--- src/rtl/fetch_pkg.sv ---
package fetch_pkg;
    localparam int INST_W     = 32;
    localparam int INST_BYTES = 4;
    localparam int LINE_BYTES = 64;
    localparam int FETCH_W    = 4;
    localparam int SEQ_W      = 16;

    typedef enum logic [2:0] {
        ST_IDLE      = 3'd0,
        ST_RUN       = 3'd1,
        ST_BLOCKED   = 3'd2,
        ST_SQUASHING = 3'd3,
        ST_MISS_WAIT = 3'd4,
        ST_MISS_DONE = 3'd5
    } fetch_state_e;
endpackage

--- src/rtl/fetch_seq_counter.sv ---
module fetch_seq_counter #(
    parameter int SEQ_W = 16,
    parameter int CNT_W = 3
) (
    input  logic             clk,
    input  logic             rst_n,
    input  logic             adv,
    input  logic [CNT_W-1:0] amount,
    output logic [SEQ_W-1:0] seq_base
);
    always_ff @(posedge clk) begin
        if (!rst_n)
            seq_base <= '0;
        else if (adv)
            seq_base <= seq_base + SEQ_W'(amount);
    end
endmodule

--- src/rtl/fetch_group_builder.sv ---
module fetch_group_builder #(
    parameter int INST_W     = 32,
    parameter int INST_BYTES = 4,
    parameter int LINE_BYTES = 64,
    parameter int FETCH_W    = 4,
    parameter int SEQ_W      = 16,
    localparam int WORDS     = LINE_BYTES / INST_BYTES,
    localparam int IDX_W     = $clog2(WORDS),
    localparam int OFF_W     = $clog2(INST_BYTES),
    localparam int LINE_W    = LINE_BYTES * 8,
    localparam int CNT_W     = $clog2(FETCH_W + 1)
) (
    input  logic [31:0]               grp_pc,
    input  logic [LINE_W-1:0]         line,
    input  logic [SEQ_W-1:0]          seq_base,
    output logic [FETCH_W-1:0]        valid,
    output logic [FETCH_W*INST_W-1:0] insts,
    output logic [FETCH_W*32-1:0]     pcs,
    output logic [FETCH_W*32-1:0]     preds,
    output logic [FETCH_W*SEQ_W-1:0]  seqs,
    output logic [CNT_W-1:0]          count,
    output logic [31:0]               after_pc
);
    logic [IDX_W-1:0] start_idx;
    logic [IDX_W:0]   room;

    assign start_idx = grp_pc[OFF_W +: IDX_W];
    assign room      = (IDX_W+1)'(WORDS) - {1'b0, start_idx};
    assign count     = (room < (IDX_W+1)'(FETCH_W)) ? CNT_W'(room) : CNT_W'(FETCH_W);
    assign after_pc  = grp_pc + (32'(count) << OFF_W);

    for (genvar k = 0; k < FETCH_W; k++) begin : g_slot
        logic [IDX_W-1:0] widx;
        assign widx  = start_idx + IDX_W'(k);
        assign valid[k] = (CNT_W'(k) < count);
        assign insts[k*INST_W +: INST_W] = valid[k] ? line[widx*INST_W +: INST_W] : '0;
        assign pcs[k*32 +: 32]   = grp_pc + 32'(k * INST_BYTES);
        assign preds[k*32 +: 32] = grp_pc + 32'((k + 1) * INST_BYTES);
        assign seqs[k*SEQ_W +: SEQ_W] = seq_base + SEQ_W'(k);
    end
endmodule

--- src/rtl/fetch_stage_ctrl.sv ---
module fetch_stage_ctrl
    import fetch_pkg::*;
#(
    parameter logic [31:0] RESET_PC = 32'h0000_1000,
    localparam int LINE_W = LINE_BYTES * 8,
    localparam int CNT_W  = $clog2(FETCH_W + 1)
) (
    input  logic                      clk,
    input  logic                      rst_n,
    input  logic                      sq_commit,
    input  logic [31:0]               sq_commit_pc,
    input  logic                      sq_decode,
    input  logic [31:0]               sq_decode_pc,
    input  logic                      commit_busy,
    input  logic                      stall_dec,
    input  logic                      stall_ren,
    input  logic                      stall_exe,
    input  logic                      stall_cmt,
    output logic                      ic_req_valid,
    output logic [31:0]               ic_req_addr,
    input  logic                      ic_hit,
    input  logic                      ic_fault,
    input  logic [LINE_W-1:0]         ic_line,
    input  logic                      ic_fill_valid,
    input  logic [LINE_W-1:0]         ic_fill_line,
    output logic [FETCH_W-1:0]        slot_valid,
    output logic [FETCH_W*INST_W-1:0] slot_inst,
    output logic [FETCH_W*32-1:0]     slot_pc,
    output logic [FETCH_W*32-1:0]     slot_pred_pc,
    output logic [FETCH_W*SEQ_W-1:0]  slot_seq,
    output logic [31:0]               pc,
    output logic [31:0]               next_pc,
    output logic                      trap_req,
    output logic [2:0]                fsm_state
);
    fetch_state_e state, state_n;
    logic [31:0]       pc_n;
    logic              deliver, use_buf, trap_n;
    logic              any_stall;
    logic [LINE_W-1:0] fill_buf;
    logic [SEQ_W-1:0]  seq_base;

    logic [FETCH_W-1:0]        g_valid;
    logic [FETCH_W*INST_W-1:0] g_inst;
    logic [FETCH_W*32-1:0]     g_pc, g_pred;
    logic [FETCH_W*SEQ_W-1:0]  g_seq;
    logic [CNT_W-1:0]          g_count;
    logic [31:0]               g_after;

    assign any_stall   = stall_dec | stall_ren | stall_exe | stall_cmt;
    assign ic_req_addr = pc;
    assign fsm_state   = state;

    fetch_group_builder #(
        .INST_W(INST_W), .INST_BYTES(INST_BYTES), .LINE_BYTES(LINE_BYTES),
        .FETCH_W(FETCH_W), .SEQ_W(SEQ_W)
    ) u_group (
        .grp_pc(pc), .line(use_buf ? fill_buf : ic_line), .seq_base(seq_base),
        .valid(g_valid), .insts(g_inst), .pcs(g_pc), .preds(g_pred),
        .seqs(g_seq), .count(g_count), .after_pc(g_after)
    );

    fetch_seq_counter #(.SEQ_W(SEQ_W), .CNT_W(CNT_W)) u_seq (
        .clk(clk), .rst_n(rst_n), .adv(deliver), .amount(g_count),
        .seq_base(seq_base)
    );

    // Next-state and PC selection
    always_comb begin
        state_n      = state;
        pc_n         = pc;
        deliver      = 1'b0;
        use_buf      = 1'b0;
        trap_n       = 1'b0;
        ic_req_valid = 1'b0;
        unique case (state)
            ST_IDLE, ST_RUN, ST_MISS_DONE: begin
                if (sq_commit) begin
                    state_n = ST_SQUASHING;
                    pc_n    = sq_commit_pc;
                end else if (sq_decode) begin
                    state_n = ST_SQUASHING;
                    pc_n    = sq_decode_pc;
                end else if (commit_busy) begin
                    state_n = ST_SQUASHING;
                end else if (any_stall) begin
                    state_n = ST_BLOCKED;
                end else if (state == ST_MISS_DONE) begin
                    deliver = 1'b1;
                    use_buf = 1'b1;
                    state_n = ST_RUN;
                end else begin
                    ic_req_valid = 1'b1;
                    if (ic_fault) begin
                        state_n = ST_BLOCKED;
                        trap_n  = 1'b1;
                    end else if (ic_hit) begin
                        deliver = 1'b1;
                        state_n = ST_RUN;
                    end else begin
                        state_n = ST_MISS_WAIT;
                    end
                end
            end
            ST_BLOCKED: begin
                if (!any_stall) state_n = ST_RUN;
                if (sq_commit) begin
                    state_n = ST_SQUASHING;
                    pc_n    = sq_commit_pc;
                end else if (sq_decode) begin
                    state_n = ST_SQUASHING;
                    pc_n    = sq_decode_pc;
                end else if (commit_busy) begin
                    state_n = ST_SQUASHING;
                end
            end
            ST_SQUASHING: begin
                if (!sq_commit && !commit_busy) state_n = ST_RUN;
                else if (sq_commit)             pc_n    = sq_commit_pc;
            end
            ST_MISS_WAIT: begin
                if (ic_fill_valid) state_n = ST_MISS_DONE;
            end
            default: state_n = ST_IDLE;
        endcase
        if (deliver) pc_n = g_after;
    end

    // State register
    always_ff @(posedge clk) begin
        if (!rst_n) begin
            state   <= ST_IDLE;
            pc      <= RESET_PC;
            next_pc <= RESET_PC + 32'(INST_BYTES);
        end else begin
            state   <= state_n;
            pc      <= pc_n;
            next_pc <= pc_n + 32'(INST_BYTES);
        end
    end

    // Output and fill-buffer register
    always_ff @(posedge clk) begin
        if (!rst_n) begin
            slot_valid   <= '0;
            slot_inst    <= '0;
            slot_pc      <= '0;
            slot_pred_pc <= '0;
            slot_seq     <= '0;
            trap_req     <= 1'b0;
            fill_buf     <= '0;
        end else begin
            slot_valid   <= deliver ? g_valid : '0;
            slot_inst    <= g_inst;
            slot_pc      <= g_pc;
            slot_pred_pc <= g_pred;
            slot_seq     <= g_seq;
            trap_req     <= trap_n;
            if (state == ST_MISS_WAIT && ic_fill_valid) fill_buf <= ic_fill_line;
        end
    end

    logic fetching;
    assign fetching = (state == ST_IDLE) || (state == ST_RUN) || (state == ST_MISS_DONE);

    p_fill_only_in_wait_r7: assert property (@(posedge clk) disable iff (!rst_n)
        (state != ST_MISS_WAIT) |=> (state != ST_MISS_DONE));
    p_commit_squash_r3: assert property (@(posedge clk) disable iff (!rst_n)
        (fetching && sq_commit) |=> (state == ST_SQUASHING && pc == $past(sq_commit_pc)
                                     && slot_valid == '0));
    p_stall_blocks_r5: assert property (@(posedge clk) disable iff (!rst_n)
        (fetching && !sq_commit && !sq_decode && !commit_busy && any_stall)
        |=> (state == ST_BLOCKED && slot_valid == '0 && $stable(pc)));
    p_done_no_request_r6: assert property (@(posedge clk) disable iff (!rst_n)
        (state == ST_MISS_DONE) |-> !ic_req_valid);
    p_mask_contiguous_r8: assert property (@(posedge clk) disable iff (!rst_n)
        ((slot_valid + 1'b1) & slot_valid) == '0);
    p_trap_blocked_r11: assert property (@(posedge clk) disable iff (!rst_n)
        trap_req |-> (state == ST_BLOCKED && slot_valid == '0));
endmodule

--- config.mk ---
export PLATFORM = sky130hd
export DESIGN_NAME = fetch_stage_ctrl
export DESIGN_NICKNAME = d
export VERILOG_FILES = /design/src/rtl/fetch_pkg.sv /design/src/rtl/fetch_seq_counter.sv /design/src/rtl/fetch_group_builder.sv /design/src/rtl/fetch_stage_ctrl.sv
export SDC_FILE = /design/constraint.sdc
export NUM_CORES = 2
export LEC_CHECK = 0
export ABC_AREA = 1
export BUFFER_PORTS_ARGS = -buffer_cell sky130_fd_sc_hd__buf_4
export CAP_MARGIN = 20
export CORE_AREA = 2 2 635 637
export CTS_CLUSTER_DIAMETER = 60
export DETAILED_ROUTE_END_ITERATION = 8
export DIE_AREA = 0 0 637 639
export PLACE_DENSITY = 0.4
export SYNTH_ARGS = -nofsm -noshare
export SYNTH_HDL_FRONTEND = slang
export SYNTH_SLANG_ARGS = --single-unit
export TNS_END_PERCENT = 30
--- constraint.sdc ---
create_clock -name clk -period 6.9 [get_ports clk]
set_clock_uncertainty 0.1 [all_clocks]
set_input_delay 0.345 -clock clk [delete_from_list [all_inputs] [get_ports clk]]
set_output_delay 0.345 -clock clk [all_outputs]
set_load 0.01 [all_outputs]
==> out/results.tsv <==
metric	value	unit
post-DR wirelength/cell	33.4	microns
Root Buffer Master	clkbuf_16	
FILL cells	45700	
number of global-route vias before repair	66500	
Worst Setup SP	commit_busy	
chip height	639	microns
Die Area	407000	sq um
Slew @ Worst Pin	1330	ps
peak fanout along the critical path	56	
Unique masters post-synth	56	
post-CTS setup buffers	0	
Design Area, Final	84800	sq um
DP Area	72600	sq um
final setup violation count	0	
leakage	36.4	nW
Starting Density	13.7	%
critical path cell sequence	dlygate4sd3_1 -> buf_4 -> nor2_1 -> nand2_1 -> dlygate4sd3_1 -> nor2_1 -> nand2_8 -> buf_12 -> buf_4 -> nand2_1 -> o21ai_0 -> o21ai_0 -> a21oi_1 -> a221oi_1 -> nor3_1	
Vias	71000	
fin. max-slew vios	0	
worst hold stages	7	
total global-route track usage	25.3	%
Tcrit/Tclk final	74.1	%
DRC Markers	0	
leading register cell type out of synthesis	dfxtp_1	
Post-Synth XOR/XNOR Area	0.412	%
reg2reg start	fsm_state[2]$_SDFFE_PN0P_	
worst min-delay path category	input pin to register	
layout cell share with drive strength beyond 1	22.4	%
FF+latch area	18800	sq um
Setup Crit Path Kind	input pin to register	
final worst path period need	5110	ps
cts repair resizes	0	
register area share after synthesis	34.1	%
Synth Area in Simple Gates	20.8	%
clock sinks	936	
I/O pin count	1653	
drt initial violations	7668	
Netlist Area Pre-Place	55000	sq um
number of synthesized flops with an enable pin	0	
Syn Nets	9885	
GRT busiest layer	met2	
DRT antenna net count	0	
Final Util	21.2	%
multi-input logic area	28400	sq um
Worst Setup End Kind	register	
largest net degree at the start of global routing	225	
largest family of logic cells by synthesized area	compound AO/OA/AOI/OAI gates	
PwrDens	244	nW/um^2
Worst Path Required	7500	ps
Clock Path Buffers	4	
Overflow after GRT	0	
antenna violations before repair	270	
critical path's slowest cell	o21ai_0	
NumNets Final	11700	
cell row count	233	
Worst VDD drop	166	uV
Max Cap Violations	0	
post-DP HPWL	449	mm
commonest cells after routing, fill and taps aside	2,120 x nand2_1, 1,929 x buf_4, 1,640 x o21ai_0, 1,011 x inv_1, 970 x a21oi_1	
synthesized-area fraction occupied by adder cells	0.400	%
slew margin rel.	10.6	%
Via density	4.40	
CTS clk-pin slew, worst paths	60	ps
most common cell after layout, fill and taps aside	nand2_1	
FF+latch count, synth	936	
slowest stage delay, CP	1130	ps
PortBufs	1652	
HP Start	sq_commit_pc[24]	
Compound-Gate Fraction of Synth Area	29.7	%
GPL Wtd Cong	1.00	
met3 Use GR	5.45	%
first-pass GRT wire length	676	mm
Hold-fix buffers, CTS	563	
asr flop ratio synth	0	%
dpl ws	1600	ps
Area Overhead vs Synth	54.2	%
Yosys warning count	0	
met2 GRT Util	44.5	%
critical path arrival	5710	ps
status	complete, no violations	
reg2reg path depth	11	
Skew-Pair Late Insertion Delay	950	ps
Achievable Freq	196	MHz
met1 usage	26.7	%
Die W	637	microns
Num CTS Buffers	181	
Core ar.	401000	sq um
Mapped Cells	8768	
Routed WL	539	mm
endpoints failing hold	0	
deepest level of the CTS H-tree	4	
Pre-Repair DR Iteration Count	8	
worst setup margin	1790	ps
CTS tree	yes	
Mean Syn Cell Area	6.27	sq um
RSZ-0062 raised after global routing	false	
mux contribution to synthesized area	0	%
Startpoint Class	input pin	
Setup TNS Final	0	ps
## through the flow
step                      hold slack, ps  power [mW]  std cells
after floorplan                      307        7.71       8768
after global routing                83.0        21.4      16100
final                               71.5        20.7      16100
after detailed placement             339        10.9      15100
after global placement               335        10.9      15100
after CTS                          0.160        20.9      16000
## flip-flops by register name, summed over array words and instances, names as in the netlist
signal	count
slot_inst	128
slot_valid	4
slot_seq	62
fill_buf	512
ic_req_addr	32
trap_req	1
slot_pc	119
next_pc	30
slot_pred_pc	29
u_seq.seq_base	16
fsm_state	3
## cells by family (layout without fill, tap and decap cells)
family / Yosys count / in the layout
AOI/OAI and AO/OA: 3069 / 3069
and+or+nand+nor: 2805 / 2805
buffers and inverters: 1916 / 3902
DFF: 936 / 936
xor gates and xnor gates: 25 / 25
adders and majority gates: 17 / 17
other: 0 / 84
## routing by layer
metal / part of all wire, % / wire, microns / vias up
li1: - / - / 32500
met2: 49 / 263000 / 3620
met1: 35 / 191000 / 33700
met5: 0.12 / 620 / -
met3: 6.9 / 36900 / 1133
met4: 8.7 / 46900 / 102
## power breakdown
group          leakage, nW  switching, mW  internal [mW]
registers             7.61          0.257           5.63
logic                 25.7           3.59           1.70
clock network         3.04           3.75           5.78
total                 36.4           7.60           13.1
## area by class of cell
cell class / instances / share of cell area, %
inverters: 1052 / 4.71
diodes: 84 / 0.248
repair buffers: 2517 / 24.2
flip-flops and latches: 936 / 22.1
well taps: 5287 / 7.80
multi-input cells: 5916 / 33.5
clock buffers: 220 / 5.77
clock inverters: 113 / 1.61
## synth_stat cells (all sizes together), types with 3 or more instances
cell type | number | share of area (%)
nand2 | 2153 | 15
a221oi | 145 | 2.3
o221ai | 5 | 0.080
nor4 | 11 | 0.14
a21oi | 971 | 8.8
clkbuf | 510 | 3.5
a32o | 5 | 0.091
inv | 1049 | 7.2
xor2 | 22 | 0.35
a31oi | 126 | 1.4
buf | 354 | 3.9
xnor2 | 3 | 0.061
o21a | 6 | 0.082
nor3 | 89 | 0.88
o211ai | 14 | 0.19
nand4 | 22 | 0.25
o21ai | 1730 | 16
nand3 | 252 | 2.5
clkinv | 3 | 0.020
ha | 16 | 0.36
dfxtp | 936 | 34
a211oi | 33 | 0.45
a22oi | 16 | 0.22
o22ai | 7 | 0.080
nor2 | 272 | 2.1
## worst max-delay path: cells and delay by family
kind,cells,cell delay [ps]
AO/OA/AOI/OAI,4,1970
AND/OR/NAND/NOR,6,1200
buffers and inverters,5,1960
## worst paths after layout
kind                                endpoint  slack, ps
setup / recovery   slot_inst[120]$_SDFF_PN0_       1790
hold reg to reg   fill_buf[446]$_SDFFE_PN0P_        350
setup reg to reg   slot_inst[120]$_SDFF_PN0_       1890
hold / removal    ic_req_addr[24]$_SDFF_PN0_         70
Note: power is estimated with default switching activity, not from simulation.
